<file path="src/rtl/csc_pkg.sv">
package csc_pkg;

    typedef enum logic [1:0] {
        S_IDLE = 2'd0,
        S_KEEP = 2'd1,
        S_KILL = 2'd2
    } slot_state_e;

endpackage

</file>
<file path="src/rtl/csc_dir_pred.sv">
module csc_dir_pred (
    input  logic hint_valid,
    input  logic hint_taken,
    input  logic off_neg,
    input  logic br_taken,
    output logic pred_taken,
    output logic mispredict
);
    // explicit hint wins; otherwise backward (negative offset) is taken
    always_comb begin
        pred_taken = hint_valid ? hint_taken : off_neg;
        mispredict = pred_taken ^ br_taken;
    end
endmodule

</file>
<file path="src/rtl/csc_slot_fsm.sv">
module csc_slot_fsm
    import csc_pkg::*;
(
    input  logic clk,
    input  logic rst_n,
    input  logic br_valid,
    input  logic mispredict,
    output logic resolve,
    output logic seq_err,
    output logic slot_nullify,
    output logic kill_enter
);
    slot_state_e state_q, state_d;
    logic        in_slot;

    always_comb begin
        in_slot = (state_q != S_IDLE);
    end

    always_comb begin
        state_d = S_IDLE;
        unique case (state_q)
            S_IDLE: begin
                if (br_valid) state_d = mispredict ? S_KILL : S_KEEP;
                else          state_d = S_IDLE;
            end
            S_KEEP:  state_d = S_IDLE;
            S_KILL:  state_d = S_IDLE;
            default: state_d = S_IDLE;
        endcase
    end

    always_ff @(posedge clk) begin
        if (!rst_n) state_q <= S_IDLE;
        else        state_q <= state_d;
    end

    always_comb begin
        resolve      = br_valid && !in_slot;
        seq_err      = br_valid && in_slot;
        slot_nullify = (state_q == S_KILL);
        kill_enter   = (state_d == S_KILL);
    end
endmodule

</file>
<file path="src/rtl/csc_pc_unit.sv">
module csc_pc_unit #(
    parameter int            AW         = 32,
    parameter int            INSN_BYTES = 4,
    parameter logic [AW-1:0] RESET_PC   = '0
) (
    input  logic          clk,
    input  logic          rst_n,
    input  logic          redirect,
    input  logic [AW-1:0] target,
    output logic [AW-1:0] fetch_pc,
    output logic [AW-1:0] next_pc
);
    localparam logic [AW-1:0] PC_STEP = AW'(INSN_BYTES);

    logic [AW-1:0] pc_q;

    always_comb begin
        next_pc  = redirect ? target : (pc_q + PC_STEP);
        fetch_pc = pc_q;
    end

    always_ff @(posedge clk) begin
        if (!rst_n) pc_q <= RESET_PC;
        else        pc_q <= next_pc;
    end
endmodule

</file>
<file path="src/rtl/csc_event_cnt.sv">
module csc_event_cnt #(
    parameter int W = 16
) (
    input  logic         clk,
    input  logic         rst_n,
    input  logic         bump,
    output logic [W-1:0] count
);
    localparam logic [W-1:0] ONE = W'(1);

    always_ff @(posedge clk) begin
        if (!rst_n)    count <= '0;
        else if (bump) count <= count + ONE;
    end
endmodule

</file>
<file path="src/rtl/cancel_slot_ctrl.sv">
module cancel_slot_ctrl #(
    parameter int            AW       = 32,
    parameter int            CW       = 16,
    parameter logic [AW-1:0] RESET_PC = '0
) (
    input  logic          clk,
    input  logic          rst_n,
    input  logic          br_valid,
    input  logic          hint_valid,
    input  logic          hint_taken,
    input  logic          off_neg,
    input  logic          br_taken,
    input  logic [AW-1:0] br_target,
    input  logic          dec_rf_we,
    input  logic          dec_mem_we,
    output logic [AW-1:0] fetch_pc,
    output logic [AW-1:0] next_pc,
    output logic          slot_nullify,
    output logic          rf_we,
    output logic          mem_we,
    output logic          seq_err,
    output logic [CW-1:0] branch_cnt,
    output logic [CW-1:0] squash_cnt
);
    logic pred_taken;
    logic mispredict;
    logic resolve;
    logic kill_enter;
    logic redirect;

    csc_dir_pred u_pred (
        .hint_valid (hint_valid),
        .hint_taken (hint_taken),
        .off_neg    (off_neg),
        .br_taken   (br_taken),
        .pred_taken (pred_taken),
        .mispredict (mispredict)
    );

    csc_slot_fsm u_fsm (
        .clk          (clk),
        .rst_n        (rst_n),
        .br_valid     (br_valid),
        .mispredict   (mispredict),
        .resolve      (resolve),
        .seq_err      (seq_err),
        .slot_nullify (slot_nullify),
        .kill_enter   (kill_enter)
    );

    // only a legal, taken branch steers fetch; the prediction never does
    always_comb begin
        redirect = resolve && br_taken;
        rf_we    = dec_rf_we  && !slot_nullify;
        mem_we   = dec_mem_we && !slot_nullify;
    end

    csc_pc_unit #(
        .AW         (AW),
        .INSN_BYTES (4),
        .RESET_PC   (RESET_PC)
    ) u_pc (
        .clk      (clk),
        .rst_n    (rst_n),
        .redirect (redirect),
        .target   (br_target),
        .fetch_pc (fetch_pc),
        .next_pc  (next_pc)
    );

    csc_event_cnt #(.W(CW)) u_br_cnt (
        .clk   (clk),
        .rst_n (rst_n),
        .bump  (resolve),
        .count (branch_cnt)
    );

    csc_event_cnt #(.W(CW)) u_sq_cnt (
        .clk   (clk),
        .rst_n (rst_n),
        .bump  (kill_enter),
        .count (squash_cnt)
    );
endmodule

</file>
<file path="config.mk">
export PLATFORM = sky130hd
export DESIGN_NAME = cancel_slot_ctrl
export DESIGN_NICKNAME = d
export VERILOG_FILES = /design/src/rtl/csc_pkg.sv /design/src/rtl/csc_dir_pred.sv /design/src/rtl/csc_slot_fsm.sv /design/src/rtl/csc_pc_unit.sv /design/src/rtl/csc_event_cnt.sv /design/src/rtl/cancel_slot_ctrl.sv
export SDC_FILE = /design/constraint.sdc
export NUM_CORES = 1
export LEC_CHECK = 0
export ABC_CLOCK_PERIOD_IN_PS = 6200
export BUFFER_PORTS_ARGS = -buffer_cell sky130_fd_sc_hd__buf_4
export CAP_MARGIN = 20
export CORE_UTILIZATION = 30
export DETAILED_ROUTE_END_ITERATION = 6
export PLACE_DENSITY = 0.64
export SKIP_LAST_GASP = 1
export SYNTH_ARGS = -nofsm -noshare
export SYNTH_HDL_FRONTEND = slang
export SYNTH_HIERARCHICAL = 1
export SYNTH_SLANG_ARGS = --single-unit
</file>
<file path="constraint.sdc">
create_clock -name clk -period 6.2 [get_ports clk]
set_input_delay 0.93 -clock clk [delete_from_list [all_inputs] [get_ports clk]]
set_output_delay 0.93 -clock clk [all_outputs]
set_load 0.1 [all_outputs]
</file>
Yosys cells after proc, flatten, opt, wreduce, memory -nomap -nowiden
Index checks and enable logic that the tools add are counted.
{"block": "classes", "mux": 5, "magnitude_cmp": 0, "addsub": 3, "bitwise": 1, "n_div": 0, "n_shift": 0, "n_reduce_logical": 9, "n_eq_ne": 2, "n_mul": 0}
{"operator": "adder 16 x 1 -> 16 bit (second input constant)", "count": 2}
{"operator": "adder 32 x 3 -> 32 bit (second input constant)", "count": 1}
{"operator": "two-way mux 32 bit", "count": 1}
{"operator": "two-way mux 2 bit", "count": 3}
{"operator": "logical AND 1 bit", "count": 5}
{"operator": "== test 2 bit (second input constant)", "count": 2}
{"operator": "zero test 1 bit", "count": 2}
{"operator": "zero test 2 bit", "count": 1}
{"operator": "nonzero test 2 bit", "count": 1}
{"operator": "two-way mux 1 bit", "count": 1}
{"operator": "XOR 1 bit", "count": 1}
{"block": "word_totals", "mem_bits_rw": 0, "wordCells": 24, "latch_bits": 0, "rom_bits": 0, "reg_bits": 66, "memories": 0}

Longest topological paths before layout
{"block": "logic_depth", "ltp_word": 6, "depth_mapped": 8, "mapped_depth_nobuf": 7}

By module
Netlist, hierarchy kept.
{"mod": "csc_pc_unit", "area_each_um2": 1889.3, "cells_each": 245, "seq_area_each_um2": 640.6, "n_inst": 1}
{"mod": "csc_event_cnt", "area_each_um2": 744.5, "cells_each": 83, "seq_area_each_um2": 320.3, "n_inst": 2}
{"mod": "csc_slot_fsm", "area_each_um2": 90.1, "cells_each": 9, "seq_area_each_um2": 40.0, "n_inst": 1}
{"mod": "csc_dir_pred", "area_each_um2": 23.8, "cells_each": 2, "seq_area_each_um2": 0.0, "n_inst": 1}
{"mod": "cancel_slot_ctrl", "area_each_um2": 18.8, "cells_each": 3, "seq_area_each_um2": 0.0, "n_inst": 1}

Worst setup path before layout
Ideal clock, no wire load.
{"block": "synth_timing", "kind": "flip-flop to output port", "start": "reg u_pc.pc_q[2] (netlist: u_pc/fetch_pc[2])", "end": "out next_pc[14]", "slack_ns": 1.263, "arrival_time_ns": 4.007, "path_stages_with_launch": 6, "path_cell_list": "dfxtp_1 -> ha_1 -> nand3_1 -> nor4_1 -> xnor2_1 -> o21ai_0"}
{"block": "synth_via", "elab_chain_cells": 2}
{"item": "start: declaration", "line_no": "csc_pc_unit.sv:15", "source": "logic [AW-1:0] pc_q;"}
{"item": "start signal: assignment", "line_no": "csc_pc_unit.sv:24", "source": "else pc_q <= next_pc;"}
{"item": "adder 32 x 3 -> 32 bit", "line_no": "csc_pc_unit.sv:18", "source": "next_pc = redirect ? target : (pc_q + PC_STEP);"}
{"item": "two-way mux 32 bit", "line_no": "csc_pc_unit.sv:18"}
{"item": "end: declaration", "line_no": "cancel_slot_ctrl.sv:17", "source": "output logic [AW-1:0] next_pc,"}
No other way between the ends.

Worst setup path in the final report
{"block": "layout_timing", "start": "in br_valid", "end": "out next_pc[20]"}
{"block": "layout_via", "elab_chain_cells": 3}
{"item": "start: declaration", "line_no": "cancel_slot_ctrl.sv:8", "source": "input logic br_valid,"}
{"item": "logical AND 1 bit", "line_no": "csc_slot_fsm.sv:39", "source": "resolve = br_valid && !in_slot;"}
{"item": "via resolve", "line_no": "cancel_slot_ctrl.sv:27", "source": "logic resolve;"}
{"item": "logical AND 1 bit", "line_no": "cancel_slot_ctrl.sv:53", "source": "redirect = resolve && br_taken;"}
{"item": "via redirect", "line_no": "cancel_slot_ctrl.sv:29", "source": "logic redirect;"}
{"item": "two-way mux 32 bit", "line_no": "csc_pc_unit.sv:18"}
The timed path passes the listed nets, and every way through them passes these cells.

==> run_results.csv <==
group,metric,value,unit
synthesis,synth_seq_cells,66,
pwr,p_clk_share,36.3,%
synthesis,seq_area_frac_synth,37.6,%
floorplan,io_pins,141,
placed_design,dpl_worst_slack,1.86,ns
pwr,sw_frac_of_total,40.3,%
floorplan,fp-row-count,39,
synthesis,synth_edf_count,0,
clocking,htreeDepth,3,
routing,dr.pass1.iters,4,
worst_setup_path,cp-end-kind,"primary output",
clocking,clockRootBuffer,"clkbuf_16",
timing,final_max_slew_viol_count,0,
floorplan,die_area,12100,um2
worst_setup_path,critPathSlowestCell,"and2_2",
clocking,post-cts-setup-buffers,0,
timing,clock_skew,0.00401,ns
clocking,cts_buffers,9,
synthesis,netlist_area,3510,um2
run_status,status,"complete, no violations",
layout,drive_gt1_share,31.8,%
clocking,tritoncts,"yes",
layout,area.growth.synth_to_final,42.7,%
floorplan,start_util,30.7,%
global_routing,antenna_found_initial,0,
layout,num_antenna_cells,0,
timing,hold_violations,0,
clocking,ctsLongestPathBuffers,2,
global_routing,grt-ovfl-total,0,
timing,max-slew-margin-rel,56.2,%
pwr,ir_drop,0.000157,V
routing,drt_wl_total,9.65,mm
placed_design,place.gp.congestion,0.792,
pwr,p_seq_share,31.3,%
synthesis,yosys_most_used_dff,"dfxtp_1",
routing,drtIter0Drc,163,
synthesis,synthTopCellsByArea,"dfxtp_1 38%, xnor2_1 5.2%, nand2_1 4.9%, xor2_1 4.0%, nor2_1 3.6%",
routing,postRouteAntennaNets,0,
synthesis,synth_top_area_cell,"dfxtp_1",
global_routing,grtUsageTotal,15.4,%
timing,setup_ws,2.44,ns
synthesis,yosysTopAreaCellShare,37.6,%
timing,setup_viol,0,
floorplan,die_w,110,um
floorplan,die_height,110,um
global_routing,grt_pass1_vias,3068,
clocking,cts_resized,0,
placed_design,hpwlAfterDp,7.05,mm
timing,period_share,60.7,%
worst_setup_path,worstPathArrival,2.83,ns
worst_setup_path,cp_common_cell,"buf_4",
routing,avgRoutedWirePerCell,13.7,um
worst_setup_path,crit_fanout,50,
worst_setup_path,crit_type,"in2out",
routing,routed_via_density,4.97,
pwr,power_switching,0.605,mW
worst_setup_path,critPathLaunchType,"input pin",
synthesis,ys_warn_count,6,
placed_design,io_buffers,140,
timing,hold_slack,0.483,ns
synthesis,synth_fp_nets,469,
timing,setup_tns,0,ns
routing,drcViolationCount,0,
synthesis,synthArstFlopShare,0,%
worst_setup_path,cp.required,5.27,ns
clocking,hold_buffers,0,
layout,finalNetCount,603,
timing,rsz0062_at_grt,"no",
worst_setup_path,worst_path_largest_cell_delay,0.39,ns
clocking,clock_latency,0.32,ns
pwr,p_int,0.898,mW
pwr,leakagePower,2.07,nW
pwr,pwr-share-comb,32.4,%
routing,vias,3509,
pwr,total_power,1.50,mW
pwr,powerDensity,300,nW/um2
synthesis,synth_cell_type_count,45,
hold_path,min_path_type,"reg2reg",
worst_setup_path,worstPathCellList,"buf_4 -> and2_1 -> and2_2 -> buf_12 -> inv_1 -> a31oi_1 -> nand2_1 -> buf_4",
global_routing,grt_start_max_net_pins,64,
timing,worst_slew_pin_slew,0.652,ns
timing,fin_crit,3.76,ns
synthesis,avgSynthCellArea,8.26,um2
run,cap_violations,0,
timing,timing.fmax,266,MHz
clocking,clock-sinks,66,
floorplan,core_area,11400,um2
synthesis,synthCells,425,
global_routing,grt_pass1_wl,14.7,mm
clocking,path_clk_slew,0.06,ns
layout,fill_cells,1170,
power by group through the flow:
stage               clock, mW  combinational, mW  sequential [mW]
global route            0.583              0.504            0.473
finish                  0.545              0.487            0.470
floorplan                   0              0.260            0.598
CTS                     0.562              0.487            0.470
detailed placement          0              0.486            0.479
global placement            0              0.484            0.478
cell usage after synthesis (3+ instances only):
library cell	n
and4_1	6
a31o_2	3
nand2_1	46
or3_1	3
nor4_1	15
nand3_1	14
and3_1	3
a21oi_1	23
o31a_1	4
nand2b_1	4
a211oi_1	13
mux2i_1	8
dfxtp_1	66
nand4_4	3
mux2_2	3
and2_1	19
xnor2_1	21
inv_1	23
o21ai_0	15
nand4_1	14
nor3_1	16
clkbuf_1	14
nor2b_1	4
ha_1	3
xor2_1	16
nor2_1	34
registers in the layout, summed over array words and instances, names as in the netlist:
signal	count
u_fsm/state_q	2
u_br_cnt/count	16
u_pc/fetch_pc	32
u_sq_cnt/count	16
per-layer routing:
layer | global-route usage [%] | routed length, um | up-vias
met4 | 5.08 | 70 | 0
met3 | 3.70 | 580 | 6
met1 | 18.5 | 4290 | 1626
met5 | 0 | 0 | -
met2 | 27.0 | 4710 | 96
li1 | - | - | 1781
worst paths after layout:
| kind | from | endpoint | slack (ns) | depth (start not counted) |
|---|---|---|---|---|
| worst max-delay path | br_valid | next_pc[20] | 2.44 | 8 |
| worst max register to register | u_fsm/state_q[1]$_SDFF_PN0_ | u_pc/fetch_pc[20]$_SDFF_PN0_ | 3.95 | 7 |
| worst min register to register | u_br_cnt/count[15]$_SDFFE_PN0P_ | u_br_cnt/count[15]$_SDFFE_PN0P_ | 0.48 | 2 |
| worst min-delay path | u_br_cnt/count[15]$_SDFFE_PN0P_ | u_br_cnt/count[15]$_SDFFE_PN0P_ | 0.48 | 2 |
stage by stage:
| stage | std cells | utilization [%] | cell area [um2] |
|---|---|---|---|
| 2_1_floorplan | 425 | - | 3510 |
| 3_3_place_gp | 690 | 40.9 | 4670 |
| 3_5_place_dp | 690 | 40.9 | 4670 |
| 4_1_cts | 705 | 43.7 | 4990 |
| 5_1_grt | 706 | 43.9 | 5010 |
| 6_report | 706 | 43.9 | 5010 |
cells by family after synthesis:
family | synth area share (%)
and+or+nand+nor | 31.6
buffers and inverters | 4.45
DFF | 37.6
AOI/OAI and AO/OA | 12.4
muxes | 3.67
xor gates and xnor gates | 9.23
adders and majority gates | 1.07
cell type report:
| class | count | area, um2 | area share, % |
|---|---|---|---|
| multi-input cells | 318 | 2030 | 40.6 |
| flip-flops and latches | 66 | 1320 | 26.4 |
| repair buffers | 141 | 1070 | 21.4 |
| clock buffers | 9 | 225 | 4.50 |
| well taps | 143 | 179 | 3.57 |
| clock inverters | 6 | 92.6 | 1.85 |
| inverters | 23 | 86.3 | 1.72 |
worst max-delay path: cells and delay by family:
| kind | cells | cell delay, ns |
|---|---|---|
| buf+inv | 4 | 0.84 |
| simple gates | 3 | 0.76 |
| compound gates | 1 | 0.27 |
layout by cell type, fill, tap and decap left out, types with 3 or more instances in the layout:
cell type    n
clkbuf_16    9
xor2_1      16
a21oi_1     23
and3_1       3
and2_1      18
inv_1       23
and4_1       6
nor4_1      15
nand4_4      3
nand4_1     14
o21ai_0     15
buf_4      140
a31o_2       3
nor3_1      16
or3_1        3
xnor2_1     21
dfxtp_1     66
ha_1         3
nor2b_1      4
a211oi_1    13
nand2b_1     4
mux2_2       3
nand2_1     46
nand3_1     14
nor2_1      34
o31a_1       4
mux2i_1      8
Note: power is estimated with default switching activity, not from simulation.
